**config.mk**
```make
export PLATFORM = sky130hd
export DESIGN_NAME = nor_cmd_decoder
export DESIGN_NICKNAME = d
export VERILOG_FILES = /design/src/rtl/nfd_pkg.sv /design/src/rtl/nfd_addr_match.sv /design/src/rtl/nfd_seq_fsm.sv /design/src/rtl/nfd_id_port.sv /design/src/rtl/nor_cmd_decoder.sv
export SDC_FILE = /design/constraint.sdc
export NUM_CORES = 1
export LEC_CHECK = 0
export BUFFER_PORTS_ARGS = -buffer_cell sky130_fd_sc_hd__buf_2
export CORE_UTILIZATION = 40
export CTS_CLUSTER_SIZE = 30
export DETAILED_ROUTE_END_ITERATION = 6
export MAX_ROUTING_LAYER = met4
export PLACE_DENSITY = 0.79
export SLEW_MARGIN = 5
export SYNTH_ARGS = -nofsm -noshare
export SYNTH_HDL_FRONTEND = slang
export SYNTH_SLANG_ARGS = --single-unit
export TNS_END_PERCENT = 100
```
**constraint.sdc**
```tcl
create_clock -name clk -period 5.7 [get_ports clk]
set_clock_uncertainty 0.15 [all_clocks]
set_input_delay 1.14 -clock clk [delete_from_list [all_inputs] [get_ports clk]]
set_output_delay 1.14 -clock clk [all_outputs]
set_load 0.05 [all_outputs]
```
**src/rtl/nfd_pkg.sv**
```systemverilog
`timescale 1ns/1ps
package nfd_pkg;
  typedef enum logic [2:0] {
    MD_READ   = 3'd0,
    MD_ID     = 3'd1,
    MD_CFI    = 3'd2,
    MD_SECURE = 3'd3,
    MD_CERASE = 3'd4,
    MD_SERASE = 3'd5,
    MD_SUSP   = 3'd6
  } mode_e;

  typedef enum logic [2:0] {
    SQ_IDLE, SQ_U1, SQ_U2, SQ_E1, SQ_E2, SQ_E3, SQ_X1
  } seq_e;

  typedef struct packed {
    logic at_aaa;
    logic at_555;
    logic at_0aa;
  } addr_hit_t;

  localparam int LO_W = 12;
  localparam logic [LO_W-1:0] A_AAA = 12'hAAA;
  localparam logic [LO_W-1:0] A_555 = 12'h555;
  localparam logic [LO_W-1:0] A_0AA = 12'h0AA;

  localparam logic [7:0] C_UNLK1  = 8'hAA;
  localparam logic [7:0] C_UNLK2  = 8'h55;
  localparam logic [7:0] C_IDENT  = 8'h90;
  localparam logic [7:0] C_RESET  = 8'hF0;
  localparam logic [7:0] C_SETUP  = 8'h80;
  localparam logic [7:0] C_CHIP   = 8'h10;
  localparam logic [7:0] C_SECT   = 8'h30;
  localparam logic [7:0] C_SUSP   = 8'hB0;
  localparam logic [7:0] C_RESUME = 8'h30;
  localparam logic [7:0] C_QUERY  = 8'h98;
  localparam logic [7:0] C_SECURE = 8'h88;
  localparam logic [7:0] C_EXIT   = 8'h00;
endpackage

```
**src/rtl/nfd_addr_match.sv**
```systemverilog
`timescale 1ns/1ps
module nfd_addr_match
  import nfd_pkg::*;
(
  input  logic [LO_W-1:0] lo_addr,
  output addr_hit_t       hit
);
  always_comb begin
    hit.at_aaa = (lo_addr == A_AAA);
    hit.at_555 = (lo_addr == A_555);
    hit.at_0aa = (lo_addr == A_0AA);
  end
endmodule

```
**src/rtl/nfd_seq_fsm.sv**
```systemverilog
`timescale 1ns/1ps
module nfd_seq_fsm
  import nfd_pkg::*;
#(
  parameter int SECT_W = 7
) (
  input  logic              clk,
  input  logic              rst_n,
  input  logic              wr_stb,
  input  addr_hit_t         hit,
  input  logic [7:0]        wr_data,
  input  logic [SECT_W-1:0] sect_addr,
  input  logic              erase_done,
  output mode_e             mode_q,
  output logic              chip_go,
  output logic              sect_go,
  output logic              susp_go,
  output logic              res_go,
  output logic [SECT_W-1:0] sect_idx
);
  seq_e              seq_q, seq_d;
  mode_e             mode_d;
  logic              bg_q, bg_d;
  logic [SECT_W-1:0] sect_d;
  logic              chip_d, sect_go_d, susp_d, res_d;

  always_comb begin
    mode_d    = mode_q;
    seq_d     = seq_q;
    bg_d      = bg_q;
    sect_d    = sect_idx;
    chip_d    = 1'b0;
    sect_go_d = 1'b0;
    susp_d    = 1'b0;
    res_d     = 1'b0;
    if (erase_done && (mode_q == MD_CERASE || mode_q == MD_SERASE)) begin
      mode_d = MD_READ;
      seq_d  = SQ_IDLE;
    end else if (wr_stb) begin
      if (seq_q != SQ_IDLE) begin
        seq_d = SQ_IDLE;  // any non-matching write drops the partial sequence
        case (seq_q)
          SQ_U1: if (hit.at_555 && wr_data == C_UNLK2) seq_d = SQ_U2;
          SQ_U2: if (hit.at_aaa) begin
            if (wr_data == C_IDENT) begin
              if (mode_q == MD_SECURE) seq_d = SQ_X1;
              else begin
                mode_d = MD_ID;
                bg_d   = (mode_q == MD_SUSP);
              end
            end else if (wr_data == C_SECURE && mode_q == MD_READ) begin
              mode_d = MD_SECURE;
            end else if (wr_data == C_SETUP && mode_q == MD_READ) begin
              seq_d = SQ_E1;
            end
          end
          SQ_E1: if (hit.at_aaa && wr_data == C_UNLK1) seq_d = SQ_E2;
          SQ_E2: if (hit.at_555 && wr_data == C_UNLK2) seq_d = SQ_E3;
          SQ_E3: begin
            if (hit.at_aaa && wr_data == C_CHIP) begin
              mode_d = MD_CERASE;
              chip_d = 1'b1;
            end else if (wr_data == C_SECT) begin
              mode_d    = MD_SERASE;
              sect_go_d = 1'b1;
              sect_d    = sect_addr;
            end
          end
          SQ_X1: if (wr_data == C_EXIT) mode_d = MD_READ;
          default: ;
        endcase
      end else begin
        case (mode_q)
          MD_READ: begin
            if (hit.at_aaa && wr_data == C_UNLK1) seq_d = SQ_U1;
            else if (hit.at_0aa && wr_data == C_QUERY) begin
              mode_d = MD_CFI;
              bg_d   = 1'b0;
            end
          end
          MD_ID: begin
            if (wr_data == C_RESET) mode_d = bg_q ? MD_SUSP : MD_READ;
            else if (hit.at_0aa && wr_data == C_QUERY) mode_d = MD_CFI;
          end
          MD_CFI: if (wr_data == C_RESET) mode_d = bg_q ? MD_SUSP : MD_READ;
          MD_SECURE: if (hit.at_aaa && wr_data == C_UNLK1) seq_d = SQ_U1;
          MD_SERASE: if (wr_data == C_SUSP) begin
            mode_d = MD_SUSP;
            susp_d = 1'b1;
          end
          MD_SUSP: begin
            if (wr_data == C_RESUME) begin
              mode_d = MD_SERASE;
              res_d  = 1'b1;
            end else if (hit.at_aaa && wr_data == C_UNLK1) seq_d = SQ_U1;
          end
          default: ;
        endcase
      end
    end
  end

  always_ff @(posedge clk or negedge rst_n) begin
    if (!rst_n) begin
      mode_q   <= MD_READ;
      seq_q    <= SQ_IDLE;
      bg_q     <= 1'b0;
      sect_idx <= '0;
      chip_go  <= 1'b0;
      sect_go  <= 1'b0;
      susp_go  <= 1'b0;
      res_go   <= 1'b0;
    end else begin
      mode_q   <= mode_d;
      seq_q    <= seq_d;
      bg_q     <= bg_d;
      sect_idx <= sect_d;
      chip_go  <= chip_d;
      sect_go  <= sect_go_d;
      susp_go  <= susp_d;
      res_go   <= res_d;
    end
  end

  assert_strobe_exclusive_R14: assert property (@(posedge clk) disable iff (!rst_n)
    $onehot0({chip_go, sect_go, susp_go, res_go}));
  assert_chip_single_cycle_R14: assert property (@(posedge clk) disable iff (!rst_n)
    chip_go |=> !chip_go);
  assert_chip_after_sequence_R6: assert property (@(posedge clk) disable iff (!rst_n)
    chip_go |-> ($past(seq_q) == SQ_E3 && mode_q == MD_CERASE));
  assert_suspend_from_erase_R8: assert property (@(posedge clk) disable iff (!rst_n)
    susp_go |-> ($past(mode_q) == MD_SERASE && mode_q == MD_SUSP));
  assert_resume_from_suspend_R9: assert property (@(posedge clk) disable iff (!rst_n)
    res_go |-> ($past(mode_q) == MD_SUSP && mode_q == MD_SERASE));
  assert_mode_holds_idle_R12: assert property (@(posedge clk) disable iff (!rst_n)
    (!$past(wr_stb) && !$past(erase_done)) |-> $stable(mode_q));
  assert_sector_idx_hold_R7: assert property (@(posedge clk) disable iff (!rst_n)
    !sect_go |-> $stable(sect_idx));
endmodule

```
**src/rtl/nfd_id_port.sv**
```systemverilog
`timescale 1ns/1ps
module nfd_id_port #(
  parameter int         SECT_W = 7,
  parameter logic [7:0] MFR_ID = 8'h5A,
  parameter logic [7:0] DEV_W1 = 8'h3C,
  parameter logic [7:0] DEV_W2 = 8'h21,
  parameter logic [7:0] DEV_W3 = 8'h07
) (
  input  logic                   clk,
  input  logic                   rst_n,
  input  logic                   rd_stb,
  input  logic                   id_mode,
  input  logic [7:0]             offs,
  input  logic [SECT_W-1:0]      sect,
  input  logic [(1<<SECT_W)-1:0] prot_map,
  output logic                   id_valid,
  output logic [7:0]             id_data
);
  logic [7:0] ans;

  always_comb begin
    case (offs)
      8'h00:   ans = MFR_ID;
      8'h02:   ans = DEV_W1;
      8'h1C:   ans = DEV_W2;
      8'h1E:   ans = DEV_W3;
      8'h04:   ans = {7'd0, prot_map[sect]};
      default: ans = 8'h00;
    endcase
  end

  always_ff @(posedge clk or negedge rst_n) begin
    if (!rst_n) begin
      id_valid <= 1'b0;
      id_data  <= 8'h00;
    end else begin
      id_valid <= rd_stb && id_mode;
      if (rd_stb && id_mode) id_data <= ans;
    end
  end

  assert_id_only_in_ident_R4: assert property (@(posedge clk) disable iff (!rst_n)
    id_valid |-> ($past(rd_stb) && $past(id_mode)));
  assert_id_mfr_code_R4: assert property (@(posedge clk) disable iff (!rst_n)
    (id_valid && $past(offs) == 8'h00) |-> id_data == MFR_ID);
endmodule

```
**src/rtl/nor_cmd_decoder.sv**
```systemverilog
`timescale 1ns/1ps
module nor_cmd_decoder
  import nfd_pkg::*;
#(
  parameter int         ADDR_W = 22,
  parameter int         SECT_W = 7,
  parameter logic [7:0] MFR_ID = 8'h5A,
  parameter logic [7:0] DEV_W1 = 8'h3C,
  parameter logic [7:0] DEV_W2 = 8'h21,
  parameter logic [7:0] DEV_W3 = 8'h07
) (
  input  logic                   clk,
  input  logic                   rst_n,
  input  logic                   wr_stb,
  input  logic [ADDR_W-1:0]      wr_addr,
  input  logic [7:0]             wr_data,
  input  logic                   erase_done,
  input  logic                   rd_stb,
  input  logic [ADDR_W-1:0]      rd_addr,
  input  logic [(1<<SECT_W)-1:0] prot_map,
  output logic [2:0]             mode,
  output logic                   chip_erase_go,
  output logic                   sector_erase_go,
  output logic                   erase_suspend_go,
  output logic                   erase_resume_go,
  output logic [SECT_W-1:0]      sector_idx,
  output logic                   id_valid,
  output logic [7:0]             id_data
);
  localparam int SECT_LSB = ADDR_W - SECT_W;

  addr_hit_t hit;
  mode_e     mode_q;
  logic      unused_addr_bits;

  assign unused_addr_bits = ^{wr_addr[SECT_LSB-1:LO_W], rd_addr[SECT_LSB-1:8]};

  nfd_addr_match u_match (
    .lo_addr (wr_addr[LO_W-1:0]),
    .hit     (hit)
  );

  nfd_seq_fsm #(.SECT_W(SECT_W)) u_fsm (
    .clk        (clk),
    .rst_n      (rst_n),
    .wr_stb     (wr_stb),
    .hit        (hit),
    .wr_data    (wr_data),
    .sect_addr  (wr_addr[ADDR_W-1:SECT_LSB]),
    .erase_done (erase_done),
    .mode_q     (mode_q),
    .chip_go    (chip_erase_go),
    .sect_go    (sector_erase_go),
    .susp_go    (erase_suspend_go),
    .res_go     (erase_resume_go),
    .sect_idx   (sector_idx)
  );

  nfd_id_port #(
    .SECT_W (SECT_W),
    .MFR_ID (MFR_ID),
    .DEV_W1 (DEV_W1),
    .DEV_W2 (DEV_W2),
    .DEV_W3 (DEV_W3)
  ) u_id (
    .clk      (clk),
    .rst_n    (rst_n),
    .rd_stb   (rd_stb),
    .id_mode  (mode_q == MD_ID),
    .offs     (rd_addr[7:0]),
    .sect     (rd_addr[ADDR_W-1:SECT_LSB]),
    .prot_map (prot_map),
    .id_valid (id_valid),
    .id_data  (id_data)
  );

  assign mode = mode_q;
endmodule

```
==> results of run 1 <==
[power groups by stage]
stage / logic (µW) / registers, µW / clock network (µW)
finish: 344 / 227 / 111
global route: 378 / 230 / 120
CTS: 346 / 226 / 113
detailed placement: 344 / 229 / 0
global placement: 339 / 229 / 0
floorplan: 209 / 244 / 0
[layout make-up]
class | count | area [µm²] | area share (%)
clock buffer | 3 | 41.3 | 1.04
clock inverter | 1 | 7.51 | 0.190
inverter | 4 | 15.0 | 0.379
multi-input combinational | 264 | 2170 | 54.8
sequential | 25 | 626 | 15.8
tap | 96 | 120 | 3.04
timing repair buffer | 196 | 981 | 24.8
[through the flow]
| stage | hold WS (ps) | cell area, µm² | worst slack [ps] | total power [µW] |
|---|---|---|---|---|
| after CTS | 339 | 3960 | 2110 | 685 |
| after global routing | 375 | 3960 | 1930 | 728 |
| after global placement | 303 | 3910 | 1870 | 568 |
| after detailed placement | 317 | 3910 | 1820 | 573 |
| after floorplan | 368 | 2920 | 2520 | 453 |
| final | 331 | 3960 | 2140 | 682 |
[worst paths after layout]
path	from	end	depth (start not counted)
max reg2reg	u_fsm.mode_q[0]	u_id.id_data[0]	7
min	u_id.id_data[2]	u_id.id_data[2]	2
max	rd_addr[15]	u_id.id_data[0]	8
max in group asynchronous	rst_n	u_fsm.mode_q[0]	1
min reg2reg	u_id.id_data[2]	u_id.id_data[2]	2
min in group asynchronous	rst_n	u_fsm.chip_go	1
[critical path: stages]
cell	delay, ps
buf_2	810
mux4_2	590
or3b_2	450
o31ai_1	80
o221a_2	230
a211oi_1	40
o2111ai_1	120
a21oi_1	90
[Yosys cell counts (4+ instances only)]
library cell / number / area (µm²)
a211oi_1: 8 / 60.1
a21oi_1: 9 / 45.0
a22oi_1: 4 / 30.0
a31oi_1: 5 / 31.3
buf_4: 5 / 37.5
clkbuf_1: 16 / 60.1
dfrtp_1: 25 / 626
inv_1: 4 / 15.0
mux2_2: 14 / 158
mux2i_1: 13 / 130
mux4_2: 25 / 563
nand2_1: 25 / 93.8
nand2b_1: 8 / 50.1
nand3_1: 11 / 55.1
nand4_1: 7 / 43.8
nor2_1: 26 / 97.6
nor2b_1: 9 / 56.3
nor3_1: 9 / 45.0
nor4_1: 7 / 43.8
o21ai_0: 15 / 75.1
o22ai_1: 4 / 25.0
or3_1: 4 / 25.0
[routing by layer]
metal	vias up	global-route usage, %
met5	-	-
met4	0	7.00
met3	15	2.46
met2	156	46.8
met1	1632	30.4
li1	1622	-
[cells by family (layout without fill, tap and decap cells)]
| family | count (synthesis) | in the layout | share of synthesized area (%) |
|---|---|---|---|
| buffers and inverters | 28 | 204 | 4.37 |
| AND/OR/NAND/NOR | 137 | 137 | 27.0 |
| AO/OA/AOI/OAI | 74 | 74 | 18.0 |
| multiplexers | 52 | 52 | 29.1 |
| other | 1 | 1 | 0.128 |
| flip-flops | 25 | 25 | 21.4 |
[registers in the layout, summed over array words and instances, names as in the netlist]
name / count
u_fsm.bg_q: 1
u_fsm.chip_go: 1
u_fsm.mode_q: 3
u_fsm.res_go: 1
u_fsm.sect_go: 1
u_fsm.sect_idx: 7
u_fsm.seq_q: 3
u_fsm.susp_go: 1
u_id.id_data: 6
u_id.id_valid: 1
==> flow_metrics.tcl, run 1 <==
set metrics [dict create \
    ys.flop_type "dfrtp_1" \
    numCtsBuffers 3 \
    ctsHoldBuffers 0 \
    p_leak_uw 0.00184 \
    top_layer "met4" \
    wl_met1_um 3800 \
    vias 3425 \
    setup_viol 0 \
    post_drt_wl_per_cell_um 16.5 \
    worst_pin_slew_ps 1240 \
    cts_buffer_depth 2 \
    p_int_uw 393 \
    globalplace.congestion 0.912 \
    final_common_cell "buf_2" \
    endpoint_kind "register" \
    final_cell_mix "buf_2, nor2_1, nand2_1, mux4_2, dfrtp_1" \
    fp.dieH_um 87.4 \
    status "completed" \
    fin_util_pct 57.3 \
    antenna_found_initial 0 \
    min_period_ps 3560 \
    cts_setup_buffers 0 \
    worstPathMaxFanout 38 \
    rsz0062_at_grt "no" \
    grt.overflow.total 0 \
    ys.warnings.count 0 \
    setup-tns-final_ps 0 \
    clk_latency_ps 270 \
    syn_area_um2 2920 \
    max_cap_violations 0 \
    hold_violations 0 \
    timing.final.crit_share_pct 62.4 \
    min_path_type "register to register" \
    grt_pass1_vias 3234 \
    wl_um 9690 \
    area_growth_pct 35.5 \
    cts_tree "built" \
    synthCells 317 \
    p_clk_share_pct 16.3 \
    nets 679 \
    port_buffers 196 \
    power-per-cell-area_nw_per_um2 172 \
    drtAntennaViolNets 0 \
    placed_cells 585 \
    synth_cell_types 60 \
    switching_share_pct 42.3 \
    peakVddDrop_v 0.000115 \
    avgViaCountPerCell 5.81 \
    core.rowCount 30 \
    antenna_cells 0 \
    worstSetupStartpointType "primary input" \
    switchingPower_uw 289 \
    p_seq_share_pct 33.2 \
    dr.pass1.iters 4 \
    worstSetupPathType "primary input to register" \
    r2r_slack_ps 3100 \
    maxSlewHeadroom_pct 16.9 \
    grt_max_degree 39 \
    fmax_ghz 0.281 \
    synth_edf_count 0 \
    cts_sinks 25 \
    synth-async-reset-ratio_pct 100 \
    final-max-slew-violation-count 0 \
    io_pins 208 \
    drc 0 \
    place_hpwl_um 8050 \
    fillCellCount 672 \
    postSynthNetCount 502 \
    cp.required_ps 5710 \
    met3_length_um 598 \
    grt_pass1_wl_um 15100 \
    met2_length_um 5090 \
    drt_iter0_drc 238 \
    ys_seq_area_share_pct 21.4 \
    cts.clk_slew.worst_paths_ps 90 \
    grt_usage_pct 25.8 \
    cts-resized-gates 0 \
    die_width_um 87.4 \
    critPathArrivalTime_ps 3560 \
    p_comb_share_pct 50.5 \
    htree_levels 1 \
    synth_seq_cells 25 \
    core_area_um2 6910 \
    initial_core_util_pct 42.3 \
    dieArea_um2 7650 \
    fin_cells 589 \
    synth.avg_cell_area_um2 9.21 \
    cts_root_buf "clkbuf_8" \
    drive_above_1_share_pct 51.1 \
]
No activity file was read; power rests on OpenSTA's default activity.
==> run 2, diff against run 1 <==
--- a/config.mk
+++ b/config.mk
@@ -6,11 +6,11 @@
 export NUM_CORES = 1
 export LEC_CHECK = 0
 export BUFFER_PORTS_ARGS = -buffer_cell sky130_fd_sc_hd__buf_2
-export CORE_UTILIZATION = 40
+export CORE_UTILIZATION = 38
 export CTS_CLUSTER_SIZE = 30
 export DETAILED_ROUTE_END_ITERATION = 6
 export MAX_ROUTING_LAYER = met4
-export PLACE_DENSITY = 0.79
+export PLACE_DENSITY = 0.78
 export SLEW_MARGIN = 5
 export SYNTH_ARGS = -nofsm -noshare
 export SYNTH_HDL_FRONTEND = slang
==> constraint.sdc (replaced) <==
create_clock -name clk -period 3.1 [get_ports clk]
set_clock_uncertainty 0.15 [all_clocks]
set_input_delay 0.62 -clock clk [delete_from_list [all_inputs] [get_ports clk]]
set_output_delay 0.62 -clock clk [all_outputs]
set_load 0.05 [all_outputs]
==> flow_metrics.tcl, run 2 (synthesized netlist as in run 1, its figures left out) <==
set metrics [dict create \
    status "completed" \
    cts_setup_buffers 0 \
    nets 689 \
    largest_register_ffs 7 \
    cts.clk_slew.worst_paths_ps 90 \
    drive_above_1_share_pct 52.1 \
    min_period_ps 2680 \
    dieArea_um2 8040 \
    io_pins 208 \
    cp.required_ps 3120 \
    antenna_found_initial 0 \
    place_hpwl_um 8450 \
    port_buffers 196 \
    reg2regPathDepth 7 \
    critPathSlowestCell "or4_4" \
    avgViaCountPerCell 5.79 \
    cts_sinks 25 \
    path_depth 8 \
    crit_buf_inv 1 \
    fillCellCount 691 \
    worstReg2RegStart "u_fsm.mode_q[0]" \
    cts-resized-gates 0 \
    min_path_type "primary input to asynchronous set/reset pin" \
    cts_root_buf "clkbuf_8" \
    worstSetupStartpointType "primary input" \
    core.rowCount 31 \
    clk_latency_ps 270 \
    area_growth_pct 38.2 \
    worstSetupPathType "primary input to register" \
    wl_um 9940 \
    crit_family "simple AND/OR/NAND/NOR gates" \
    drtAntennaViolNets 0 \
    globalplace.congestion 0.865 \
    p_leak_uw 0.00189 \
    largest_register "u_fsm.sect_idx" \
    worst_pin_slew_ps 571 \
    startpoint "wr_data[1]" \
    critical_path.max_stage_delay_ps 580 \
    endpoint_kind "register" \
    htree_levels 1 \
    initial_core_util_pct 39.8 \
    drc 0 \
    critPathArrivalTime_ps 2690 \
    final-max-slew-violation-count 0 \
    setup_viol 0 \
    antenna_cells 0 \
    path_cells "buf_2 -> or4_4 -> nor3_1 -> nand3_1 -> a31oi_1 -> nor3_4 -> a21boi_2 -> o221a_1" \
    post_drt_wl_per_cell_um 16.5 \
    numCtsBuffers 3 \
    dr.pass1.iters 5 \
    final_common_cell "buf_2" \
    ctsHoldBuffers 0 \
    grt_usage_pct 24.6 \
    final_cell_mix "buf_2, nor2_1, nand2_1, mux4_2, dfrtp_1" \
    drt_iter0_drc 292 \
    vias 3483 \
    power-per-cell-area_nw_per_um2 314 \
    fmax_ghz 0.374 \
    rsz0062_at_grt "no" \
    cts_tree "built" \
    cts_buffer_depth 2 \
    largest_registers "u_fsm.sect_idx x7, u_id.id_data x6" \
    grt_pass1_wl_um 14800 \
    grt.overflow.total 0 \
    timing.final.crit_share_pct 86.3 \
    worstPathMaxFanout 5 \
    grt_max_degree 26 \
    hold_violations 0 \
    max_cap_violations 0 \
    layout_setup_ws_ps 425 \
    core_area_um2 7330 \
    fp.dieH_um 89.7 \
    peakVddDrop_v 0.000201 \
    setup-tns-final_ps 0 \
    maxSlewHeadroom_pct 61.9 \
    die_width_um 89.7 \
    grt_pass1_vias 3188 \
    place_ws_ps 149 \
]
==> run 2: worst reg2reg max path, stage by stage (launching register included) <==
cell and delay, ps:
dfrtp_1 590, nor2b_1 370, nand3b_1 310, inv_1 200
nand4_1 130, a2111oi_0 430, o2111ai_1 170, a21oi_1 160
==> run 2: per-stage QoR <==
step                      total power [µW]  instance area (µm²)  hold WS (ps)  util [%]  cells
final                                 1270                 4040           179      55.1    602
after global routing                  1350                 4040           224      55.1    602
after CTS                             1270                 4040           201      55.1    602
after detailed placement              1060                 3990           307      54.4    598
after global placement                1050                 3990           304      54.4    598
after floorplan                        832                 2920           174         -    317
==> run 2: final cells by class <==
type / count / area, µm² / area share (%)
clock buffer: 3 / 41.3 / 1.02
clock inverter: 1 / 7.51 / 0.186
inverter: 4 / 15.0 / 0.372
multi-input combinational: 264 / 2170 / 53.7
sequential: 25 / 626 / 15.5
tap: 99 / 124 / 3.07
timing repair buffer: 206 / 1060 / 26.2
==> run 2: power by group <==
group / leakage, µW / internal, µW / switching (µW)
Sequential: 0.000344 / 349 / 65.0
Clock: 0.0000217 / 91.2 / 112
Combinational: 0.00153 / 290 / 359
Total: 0.00189 / 731 / 536
==> run 2: routing by layer <==
layer / wire [µm] / up-vias / GRT usage, %
li1: - / 1642 / -
met1: 3800 / 1644 / 29.6
met2: 5350 / 175 / 43.5
met3: 598 / 22 / 2.01
met4: 191 / 0 / 7.65
met5: 0 / - / -
==> run 2: worst paths after layout <==
| check | end | slack (ps) |
|---|---|---|
| setup / recovery | u_fsm.mode_q[2] | 420 |
| hold / removal | u_fsm.seq_q[0] | 180 |
| setup reg to reg | u_id.id_data[0] | 510 |
| hold reg to reg | u_id.id_data[6] | 330 |
| max in group asynchronous | u_id.id_data[0] | 2240 |
| min in group clk | u_id.id_data[6] | 330 |
